$ cat src/rtl/i2s_rx_pkg.sv
package i2s_rx_pkg;

  // Link configuration as held by the receiver
  typedef struct packed {
    logic wide;      // 1: long slot width, 0: short slot width
    logic no_delay;  // 1: first bit on strobe transition
    logic ws_inv;    // 1: strobe high marks the left channel
    logic sck_inv;   // 1: capture on falling bit-clock edge
  } rx_cfg_t;

  localparam logic CH_LEFT  = 1'b0;
  localparam logic CH_RIGHT = 1'b1;

endpackage

$ cat src/rtl/i2s_rx_sync.sv
module i2s_rx_sync #(
  parameter int WIDTH  = 3,
  parameter int STAGES = 2
) (
  input  logic             clk,
  input  logic             rst_n,
  input  logic [WIDTH-1:0] d_i,
  output logic [WIDTH-1:0] q_o
);

  logic [WIDTH-1:0] stage_q [STAGES];
  logic [WIDTH-1:0] stage_d [STAGES];

  for (genvar s = 0; s < STAGES; s++) begin : g_stage
    if (s == 0) begin : g_first
      always_comb stage_d[s] = d_i;
    end else begin : g_next
      always_comb stage_d[s] = stage_q[s-1];
    end

    always_ff @(posedge clk or negedge rst_n) begin
      if (!rst_n) stage_q[s] <= '0;
      else        stage_q[s] <= stage_d[s];
    end
  end

  assign q_o = stage_q[STAGES-1];

endmodule

$ cat src/rtl/i2s_rx_edge.sv
module i2s_rx_edge (
  input  logic clk,
  input  logic rst_n,
  input  logic sck_i,
  input  logic inv_i,
  output logic cap_o
);

  logic sck_d_q;
  logic cur_eff;
  logic old_eff;

  always_comb begin
    cur_eff = sck_i ^ inv_i;
    old_eff = sck_d_q ^ inv_i;
    cap_o   = cur_eff & ~old_eff;
  end

  always_ff @(posedge clk or negedge rst_n) begin
    if (!rst_n) sck_d_q <= 1'b0;
    else        sck_d_q <= sck_i;
  end

endmodule

$ cat src/rtl/i2s_rx_framer.sv
module i2s_rx_framer
  import i2s_rx_pkg::*;
(
  input  logic    clk,
  input  logic    rst_n,
  input  logic    cap_i,
  input  logic    ws_i,
  input  rx_cfg_t cfg_in,
  output logic    start_o,
  output logic    start_ch_o,
  output rx_cfg_t cfg_o
);

  logic    prev_ws_q, prev_ws_d;
  logic    have_prev_q, have_prev_d;
  logic    pend_q, pend_d;
  logic    synced_q, synced_d;
  rx_cfg_t cfg_q, cfg_d;
  logic    ws_change;
  logic    start_left;

  always_comb begin
    ws_change   = cap_i & have_prev_q & (ws_i != prev_ws_q);
    start_ch_o  = ws_i ^ cfg_q.ws_inv;
    start_o     = cfg_q.no_delay ? ws_change : (cap_i & pend_q);
    start_left  = start_o & (start_ch_o == CH_LEFT);

    prev_ws_d   = prev_ws_q;
    have_prev_d = have_prev_q;
    pend_d      = pend_q;
    if (cap_i) begin
      prev_ws_d   = ws_i;
      have_prev_d = 1'b1;
      pend_d      = ws_change;
    end

    synced_d = synced_q | start_o;
    cfg_d    = (!synced_q || start_left) ? cfg_in : cfg_q;
  end

  always_ff @(posedge clk or negedge rst_n) begin
    if (!rst_n) begin
      prev_ws_q   <= 1'b0;
      have_prev_q <= 1'b0;
      pend_q      <= 1'b0;
      synced_q    <= 1'b0;
      cfg_q       <= '0;
    end else begin
      prev_ws_q   <= prev_ws_d;
      have_prev_q <= have_prev_d;
      pend_q      <= pend_d;
      synced_q    <= synced_d;
      cfg_q       <= cfg_d;
    end
  end

  assign cfg_o = cfg_q;


  cfg_hold_chk: assert property (@(posedge clk) disable iff (!rst_n)
    (synced_q && !cap_i) |=> $stable(cfg_q));

endmodule

$ cat src/rtl/i2s_rx_shifter.sv
module i2s_rx_shifter #(
  parameter int SLOT_MAX = 32,
  parameter int SLOT_MIN = 16
) (
  input  logic                clk,
  input  logic                rst_n,
  input  logic                cap_i,
  input  logic                sd_i,
  input  logic                start_i,
  input  logic                start_ch_i,
  input  logic                wide_i,
  output logic                done_o,
  output logic                done_ch_o,
  output logic [SLOT_MAX-1:0] word_o
);

  localparam int CW = $clog2(SLOT_MAX + 1);

  logic [SLOT_MAX-1:0] shift_q, shift_d;
  logic [CW-1:0]       cnt_q, cnt_d;
  logic                ch_q, ch_d;
  logic                active_q, active_d;
  logic                done_q, done_d;
  logic                dch_q, dch_d;
  logic [SLOT_MAX-1:0] word_q, word_d;
  logic [CW-1:0]       width_cur;
  logic [CW-1:0]       cnt_inc;

  always_comb begin
    width_cur = wide_i ? CW'(SLOT_MAX) : CW'(SLOT_MIN);
    cnt_inc   = cnt_q + CW'(1);

    shift_d  = shift_q;
    cnt_d    = cnt_q;
    ch_d     = ch_q;
    active_d = active_q;
    done_d   = 1'b0;
    dch_d    = dch_q;
    word_d   = word_q;

    if (cap_i) begin
      if (start_i) begin
        shift_d  = {{(SLOT_MAX-1){1'b0}}, sd_i};
        cnt_d    = CW'(1);
        ch_d     = start_ch_i;
        active_d = 1'b1;
      end else if (active_q && (cnt_q < width_cur)) begin
        shift_d = {shift_q[SLOT_MAX-2:0], sd_i};
        cnt_d   = cnt_inc;
        if (cnt_inc == width_cur) begin
          done_d = 1'b1;
          dch_d  = ch_q;
          word_d = shift_d;
        end
      end
    end
  end

  always_ff @(posedge clk or negedge rst_n) begin
    if (!rst_n) begin
      shift_q  <= '0;
      cnt_q    <= '0;
      ch_q     <= 1'b0;
      active_q <= 1'b0;
      done_q   <= 1'b0;
      dch_q    <= 1'b0;
      word_q   <= '0;
    end else begin
      shift_q  <= shift_d;
      cnt_q    <= cnt_d;
      ch_q     <= ch_d;
      active_q <= active_d;
      done_q   <= done_d;
      dch_q    <= dch_d;
      word_q   <= word_d;
    end
  end

  assign done_o    = done_q;
  assign done_ch_o = dch_q;
  assign word_o    = word_q;


  bit_count_chk: assert property (@(posedge clk) disable iff (!rst_n)
    cnt_q <= width_cur);


  done_after_cap_chk: assert property (@(posedge clk) disable iff (!rst_n)
    done_q |-> $past(cap_i));

endmodule

$ cat src/rtl/i2s_slave_rx.sv
module i2s_slave_rx
  import i2s_rx_pkg::*;
#(
  parameter int SLOT_MAX    = 32,
  parameter int SLOT_MIN    = 16,
  parameter int SYNC_STAGES = 2
) (
  input  logic                clk,
  input  logic                rst_n,
  input  logic                sck_in,
  input  logic                ws_in,
  input  logic                sd_in,
  input  logic                cfg_wide,
  input  logic                cfg_no_delay,
  input  logic                cfg_ws_inv,
  input  logic                cfg_sck_inv,
  output logic                smp_valid,
  output logic [SLOT_MAX-1:0] smp_left,
  output logic [SLOT_MAX-1:0] smp_right
);

  localparam int PIN_W = 3;

  logic [1:0]          rst_pipe_q;
  logic                rst_n_int;
  logic [PIN_W-1:0]    pin_s;
  logic                cap;
  rx_cfg_t             cfg_req;
  rx_cfg_t             cfg_cur;
  logic                start;
  logic                start_ch;
  logic                done;
  logic                done_ch;
  logic [SLOT_MAX-1:0] word;

  logic [SLOT_MAX-1:0] hold_q, hold_d;
  logic                left_ok_q, left_ok_d;
  logic                valid_q, valid_d;
  logic [SLOT_MAX-1:0] left_q, left_d;
  logic [SLOT_MAX-1:0] right_q, right_d;

  // reset: asserted asynchronously, released on the clock
  always_ff @(posedge clk or negedge rst_n) begin
    if (!rst_n) rst_pipe_q <= 2'b00;
    else        rst_pipe_q <= {rst_pipe_q[0], 1'b1};
  end
  assign rst_n_int = rst_pipe_q[1];

  i2s_rx_sync #(
    .WIDTH (PIN_W),
    .STAGES(SYNC_STAGES)
  ) u_sync (
    .clk  (clk),
    .rst_n(rst_n_int),
    .d_i  ({sck_in, ws_in, sd_in}),
    .q_o  (pin_s)
  );

  i2s_rx_edge u_edge (
    .clk  (clk),
    .rst_n(rst_n_int),
    .sck_i(pin_s[2]),
    .inv_i(cfg_cur.sck_inv),
    .cap_o(cap)
  );

  always_comb begin
    cfg_req.wide     = cfg_wide;
    cfg_req.no_delay = cfg_no_delay;
    cfg_req.ws_inv   = cfg_ws_inv;
    cfg_req.sck_inv  = cfg_sck_inv;
  end

  i2s_rx_framer u_framer (
    .clk       (clk),
    .rst_n     (rst_n_int),
    .cap_i     (cap),
    .ws_i      (pin_s[1]),
    .cfg_in    (cfg_req),
    .start_o   (start),
    .start_ch_o(start_ch),
    .cfg_o     (cfg_cur)
  );

  i2s_rx_shifter #(
    .SLOT_MAX(SLOT_MAX),
    .SLOT_MIN(SLOT_MIN)
  ) u_shifter (
    .clk       (clk),
    .rst_n     (rst_n_int),
    .cap_i     (cap),
    .sd_i      (pin_s[0]),
    .start_i   (start),
    .start_ch_i(start_ch),
    .wide_i    (cfg_cur.wide),
    .done_o    (done),
    .done_ch_o (done_ch),
    .word_o    (word)
  );

  // pair a finished left word with the following right word
  always_comb begin
    hold_d    = hold_q;
    left_ok_d = left_ok_q;
    valid_d   = 1'b0;
    left_d    = left_q;
    right_d   = right_q;
    if (done) begin
      if (done_ch == CH_LEFT) begin
        hold_d    = word;
        left_ok_d = 1'b1;
      end else if (left_ok_q) begin
        left_d    = hold_q;
        right_d   = word;
        valid_d   = 1'b1;
        left_ok_d = 1'b0;
      end
    end
  end

  always_ff @(posedge clk or negedge rst_n_int) begin
    if (!rst_n_int) begin
      hold_q    <= '0;
      left_ok_q <= 1'b0;
      valid_q   <= 1'b0;
      left_q    <= '0;
      right_q   <= '0;
    end else begin
      hold_q    <= hold_d;
      left_ok_q <= left_ok_d;
      valid_q   <= valid_d;
      left_q    <= left_d;
      right_q   <= right_d;
    end
  end

  assign smp_valid = valid_q;
  assign smp_left  = left_q;
  assign smp_right = right_q;


  valid_pulse_chk: assert property (@(posedge clk) disable iff (!rst_n_int)
    smp_valid |=> !smp_valid);


  upper_zero_chk: assert property (@(posedge clk) disable iff (!rst_n_int)
    (smp_valid && !cfg_cur.wide) |->
      (smp_left[SLOT_MAX-1:SLOT_MIN] == '0 && smp_right[SLOT_MAX-1:SLOT_MIN] == '0));

endmodule

$ cat config.mk
export PLATFORM = sky130hd
export DESIGN_NAME = i2s_slave_rx
export DESIGN_NICKNAME = d
export VERILOG_FILES = /design/src/rtl/i2s_rx_pkg.sv /design/src/rtl/i2s_rx_sync.sv /design/src/rtl/i2s_rx_edge.sv /design/src/rtl/i2s_rx_framer.sv /design/src/rtl/i2s_rx_shifter.sv /design/src/rtl/i2s_slave_rx.sv
export SDC_FILE = /design/constraint.sdc
export NUM_CORES = 1
export LEC_CHECK = 0
export BUFFER_PORTS_ARGS = -buffer_cell sky130_fd_sc_hd__buf_4
export CAP_MARGIN = 20
export CORE_UTILIZATION = 30
export CTS_BUF_LIST = sky130_fd_sc_hd__clkbuf_8
export CTS_CLUSTER_SIZE = 16
export DETAILED_ROUTE_END_ITERATION = 10
export PLACE_DENSITY_LB_ADDON = 0.12
export SLEW_MARGIN = 20
export SYNTH_ARGS = -nofsm -noshare
export SYNTH_HDL_FRONTEND = slang
export SYNTH_SLANG_ARGS = --single-unit
$ cat constraint.sdc
create_clock -name clk -period 7.9 [get_ports clk]
set_input_delay 0.79 -clock clk [delete_from_list [all_inputs] [get_ports clk]]
set_output_delay 0.79 -clock clk [all_outputs]
set_load 0.01 [all_outputs]
==> qor.csv, run 1 <==
metric,value,unit
synthesis.nets,527,
slew_headroom,33.4,%
chipWidth,158,um
p_comb_share,12.1,%
r2r_cells,8,
worstPathCellList,inv_1 > ha_1 > o21ai_1 > o2111ai_4 > nor3b_2 > o2111ai_4 > buf_4 > mux2_4,
overflow,0,
path_max_fanout,33,
yosysSeqAreaShare,64.2,%
hold_path.class,input port to asynchronous set/reset pin,
htree_levels,4,
antenna_cells,0,
worst_slack,4.72,ns
endpoint,u_shifter.word_o[22],
grt_use_total,12.1,%
finalNetCount,599,
leakage,4.30,nW
fin_crit_sh,40.2,%
clkPwrFrac,31.2,%
drv_slew,0,
synth_edf_count,0,
max_cap_viol_count,0,
grt_pass1_wl,23.3,mm
post_cts_buffers,0,
skew,0.0112,ns
synth_area_per_cell,14.2,um2
cts_tree,done,
syn_area,7330,um2
dr.pass1.iters,4,
io_pins,74,
cp.arrival,3.52,ns
intPower,1.35,mW
routabilityCongestion,0.679,
final_cells,918,
grt_max_degree,57,
insertion_delay,0.46,ns
synth_top_area_share,64.2,%
yosys.area.top_type,dfrtp_1,
clk_path_buf_depth,2,
io_buffers,73,
clkSinkCount,188,
p_per_area,218,nW/um2
root_buffer,clkbuf_8,
crit_family,compound AO/OA/AOI/OAI gates,
antenna_found_initial,0,
core,23700,um2
r2r_start,u_framer.cfg_o[3],
cts_hold_buffers,0,
synth_top_flop_cell,dfrtp_1,
syn_to_final_growth,17.9,%
dr_total_vias,4113,
postSynthCellCount,515,
worstMarginPinSlew,0.996,ns
path_depth,8,
finalCriticalPeriod,3.18,ns
path_class,flip-flop to flip-flop,
end_kind,flip-flop,
r2r_slack,4.72,ns
critPathMaxStageDelay,0.50,ns
slowest_stage,o2111ai_4,
critPathRequiredTime,8.24,ns
r2r-end,u_shifter.word_o[22],
dp_hpwl,8.83,mm
tns,0,ns
switching_power,0.538,mW
rows,56,
startpoint_type,flip-flop,
wl_per_cell,15.2,um
cts_repair_resize_count,0,
worst-path-buf-inv,2,
first_global_vias,4344,
ant_nets,0,
yosys-top-cells-count,"dfrtp_1, mux2_2, nand2_1",
dieArea,25100,um2
setup_viol,0,
synthArstFlopShare,100,%
rsz0062_at_grt,no,
synth_most_common_cell,dfrtp_1,
status,finished clean,
totalWireLength,13.9,mm
fill_cells,2345,
p_seq_share,56.7,%
cts_buffers,17,
crit_start,u_framer.cfg_o[3],
fmax,0.315,GHz
drc,0,
ir_drop,0.101,mV
viasPerCell,4.48,
drtIter0Drc,177,
die_h,158,um
synth-seq-cells,188,
post-place-ws,4.69,ns
synth.distinct_cells,42,
swShare,28.5,%
ys_top_cells_by_area,"dfrtp_1, mux2_2, mux2_4, nand2_1, a21oi_1",
clkTransAtPathRegs,0.09,ns
dpl.cell_count,887,
cp_common_cell,o2111ai_4,
hold_viol,0,
drive_gt1_share,42.2,%
initial_core_util,30.9,%
yosysWarnings,0,
[cells in the final DEF, fill, tap and decap left out, types with 2 or more instances in the layout]
cell and count:
clkbuf_8 18, nor2_1 10, nor2_4 2, mux2_4 30, nand2b_1 2, inv_1 7
buf_4 78, xor2_1 6, xnor2_1 3, nand3_1 2, nor3_1 2, nand4_1 3
clkinvlp_4 4, o2111ai_4 2, mux2_2 104, dfrtp_1 187, clkinv_4 2, nand2_1 70
buf_16 2, nor3b_2 2, a21oi_1 34, ha_1 3
[registers in the layout (all words and copies together) (netlist names), 4 cells and up]
| name | cells |
|---|---|
| hold_q | 32 |
| smp_left | 32 |
| smp_right | 32 |
| u_framer.cfg_o | 4 |
| u_shifter.cnt_q | 6 |
| u_shifter.shift_q | 31 |
| u_shifter.word_o | 32 |
[per-stage QoR]
step           total power, mW  hold slack, ns  utilization [%]  cell area, um2
6_report                  1.89          0.0963             36.5            8640
5_1_grt                   2.00          0.0520             36.5            8640
4_1_cts                   1.93          0.0602             36.5            8640
3_5_place_dp              1.32           0.336             35.0            8280
3_3_place_gp              1.31           0.333             34.7            8230
2_1_floorplan             1.25           0.331                -            7330
[per-layer routing]
metal	vias up	GRT usage (%)	wire length [um]
li1	1914	-	-
met1	2116	16.4	6480
met2	69	18.8	6770
met3	14	3.24	521
met4	0	3.98	157
met5	-	0	0
[final cells by class]
cell class	count	area (um2)	share of cell area [%]
Sequential cell	188	4710	54.5
Multi-Input combinational cell	296	2520	29.2
Timing Repair Buffer	80	641	7.42
Tap cell	319	399	4.62
Clock buffer	18	248	2.87
Clock inverter	13	106	1.23
Inverter	4	17.5	0.203
[power groups by stage]
stage	logic, mW	clock network [mW]	registers, mW
2_1_floorplan	0.172	0	1.07
3_3_place_gp	0.231	0	1.08
3_5_place_dp	0.235	0	1.09
4_1_cts	0.236	0.619	1.07
5_1_grt	0.259	0.659	1.08
6_report	0.228	0.588	1.07
[cells by family (layout without fill, tap and decap cells)]
group / count (synthesis) / after routing / synth area share [%]
flops: 188 / 188 / 64.2
mux: 135 / 135 / 22.3
simple gates: 99 / 99 / 5.81
compound gates: 49 / 49 / 4.13
buf+inv: 31 / 115 / 1.95
xor+xnor: 9 / 9 / 1.08
fa+ha+maj: 3 / 3 / 0.512
other cells: 1 / 1 / 0.0512
[worst min path at each step]
| stage | to | slack (ns) |
|---|---|---|
| finish | rst_pipe_q[1] | 0.1 |
| global route | rst_pipe_q[1] | 0.05 |
| CTS | rst_pipe_q[1] | 0.06 |
| detailed placement | u_sync.q_o[1] | 0.34 |
| global placement | u_sync.q_o[2] | 0.33 |
| floorplan | rst_pipe_q[1] | 0.33 |
(Power assumes the default switching activity.)
==> run 2, diff against run 1 <==
ABC_AREA = 1   (was default)
clock period = 3.2 ns   (was 7.9 ns; I/O delays follow)
==> qor.csv, run 2 <==
metric,value,unit
setup_viol,0,
finalCriticalPeriod,2.20,ns
grt_use_total,13.5,%
final_core_util,36.3,%
clkSinkCount,188,
die_h,158,um
r2r_slack,1.00,ns
dp_hpwl,9.97,mm
fill_cells,2463,
worstMarginPinSlew,0.724,ns
synth_area_per_cell,9.41,um2
rsz0062_at_grt,no,
slew_headroom,51.7,%
synth-seq-cells,188,
overflow,0,
dieArea,25100,um2
dr.pass1.iters,4,
ant_nets,0,
syn_area,7340,um2
yosys.area.top_type,dfrtp_1,
routabilityCongestion,0.697,
hold_path.class,input port to flip-flop,
leakage,4.43,nW
io_buffers,73,
clkTransAtPathRegs,0.11,ns
final_common_cell,nand2_1,
skew,0.0201,ns
p_per_area,541,nW/um2
totalWireLength,15.6,mm
core,23800,um2
path_max_fanout,63,
post_cts_buffers,0,
path_class,flip-flop to flip-flop,
yosys-top-cells-count,"nand2_1, dfrtp_1, o21ai_0",
holdWs,0.0526,ns
dpl.cell_count,1140,
mostFrequentLayoutCells,"nand2_1, dfrtp_1, o21ai_0, buf_4, nand3_1",
ir_drop,0.218,mV
r2r_cells,7,
power,4.66,mW
cp.arrival,2.55,ns
htree_levels,4,
status,finished clean,
syn_to_final_growth,17.5,%
tns,0,ns
fin_crit_sh,68.7,%
postSynthCellCount,780,
cts_tree,done,
cts_buffers,17,
yosysSeqAreaShare,64.1,%
synth_top_area_share,64.1,%
synth.distinct_cells,27,
grt_pass1_wl,26.7,mm
root_buffer,clkbuf_8,
startpoint_type,flip-flop,
grt_max_degree,66,
chipWidth,158,um
dr_total_vias,5125,
rows,56,
hold_viol,0,
clk_path_buf_depth,2,
hold_end,u_framer.cfg_o[2],
critPathRequiredTime,3.55,ns
initial_core_util,30.9,%
synthesis.nets,792,
viasPerCell,4.36,
max_cap_viol_count,0,
r2r_start,u_sync.q_o[2],
ys_top_cells_by_area,"dfrtp_1, nand2_1, o21ai_0, nand3_1, inv_1",
drv_slew,0,
r2r-end,u_shifter.cnt_q[0],
yosysWarnings,0,
synthArstFlopShare,100,%
first_global_vias,5124,
hp-start,cfg_no_delay,
finalNetCount,856,
io_pins,74,
final_cells,1176,
insertion_delay,0.47,ns
synth_top_flop_cell,dfrtp_1,
drc,0,
drtIter0Drc,267,
drive_gt1_share,14.9,%
synth_most_common_cell,nand2_1,
fmax,0.455,GHz
wl_per_cell,13.3,um
antenna_cells,0,
whs_path_depth,3,
antenna_found_initial,0,
synth_edf_count,0,
end_kind,flip-flop,
==> run 2: cell count changes after synthesis, sizes merged, moves of 5 or more <==
cell,delta
nand2,+221
mux2,-133
xor2,-5
o21ai,+110
inv,+54
nor2,-5
a21oi,-34
clkbuf,+8
buf,+6
nand3,+68
==> run 2: where the power goes <==
| group | leakage, nW | switching [mW] | internal (mW) | total (mW) |
|---|---|---|---|---|
| clock network | 0.197 | 0.952 | 0.583 | 1.53 |
| registers | 2.57 | 0.0937 | 2.47 | 2.56 |
| logic | 1.66 | 0.411 | 0.155 | 0.566 |
==> run 2: area by class of cell <==
cell class	instances	area, um2	area share (%)
flip-flops and latches	188	4710	54.6
inverters	57	214	2.48
well taps	319	399	4.63
clock inverters	15	153	1.77
clock buffers	17	234	2.71
multi-input cells	494	2240	25.9
repair buffers	86	681	7.89
==> run 2: worst max-delay path: stages, from the launching register on <==
cell,delay [ns]
dfrtp_1,0.41
nand2_1,0.08
nand2_1,0.06
nand2_2,0.17
nor2_4,0.06
nand2_4,0.46
nand2_1,0.44
mux2_2,0.39
==> run 2: logic make-up after synthesis <==
kind of cell	after synthesis	share of synthesized area (%)
AOI/OAI and AO/OA	118	8.16
xor gates and xnor gates	1	0.119
adders and majority gates	3	0.511
buffers and inverters	98	5.71
DFF	188	64.1
muxes	1	0.153
other	1	0.0511
and+or+nand+nor	370	21.2
==> run 2: layer usage <==
layer / track usage (%) / vias up / share of wire, %
met5: 0 / - / 0
met4: 3.57 / 0 / 0.85
met3: 3.16 / 9 / 3.8
met2: 19.4 / 80 / 42
met1: 20.2 / 2422 / 54
li1: - / 2614 / -
==> run 2: repair_timing <==
action	in CTS	in global routing
resized for setup	0	0
endpoints found under the hold margin	5	0
hold buffers	4	0
setup endpoints to repair	0	0
==> run 2: stage by stage <==
stage | area [um2] | setup slack (ns)
6_report | 8630 | 1.00
5_1_grt | 8630 | 0.719
4_1_cts | 8620 | 0.993
3_5_place_dp | 8200 | 1.03
3_3_place_gp | 8200 | 1.02
2_1_floorplan | 7340 | 0.0987
==> run 2: how the worst max path moves through the flow <==
stage | start | to | slack, ns | cells past startpoint
6_report | u_sync.q_o[2] | u_shifter.cnt_q[0] | 1.00 | 7
5_1_grt | u_shifter.cnt_q[0] | u_shifter.word_o[13] | 0.72 | 9
4_1_cts | u_sync.q_o[2] | u_shifter.word_o[12] | 0.99 | 9
3_5_place_dp | u_shifter.cnt_q[0] | u_shifter.word_o[12] | 1.03 | 9
3_3_place_gp | u_sync.q_o[2] | u_shifter.cnt_q[0] | 1.02 | 7
2_1_floorplan | rst_pipe_q[1] | hold_q[0] | 0.1 | 0
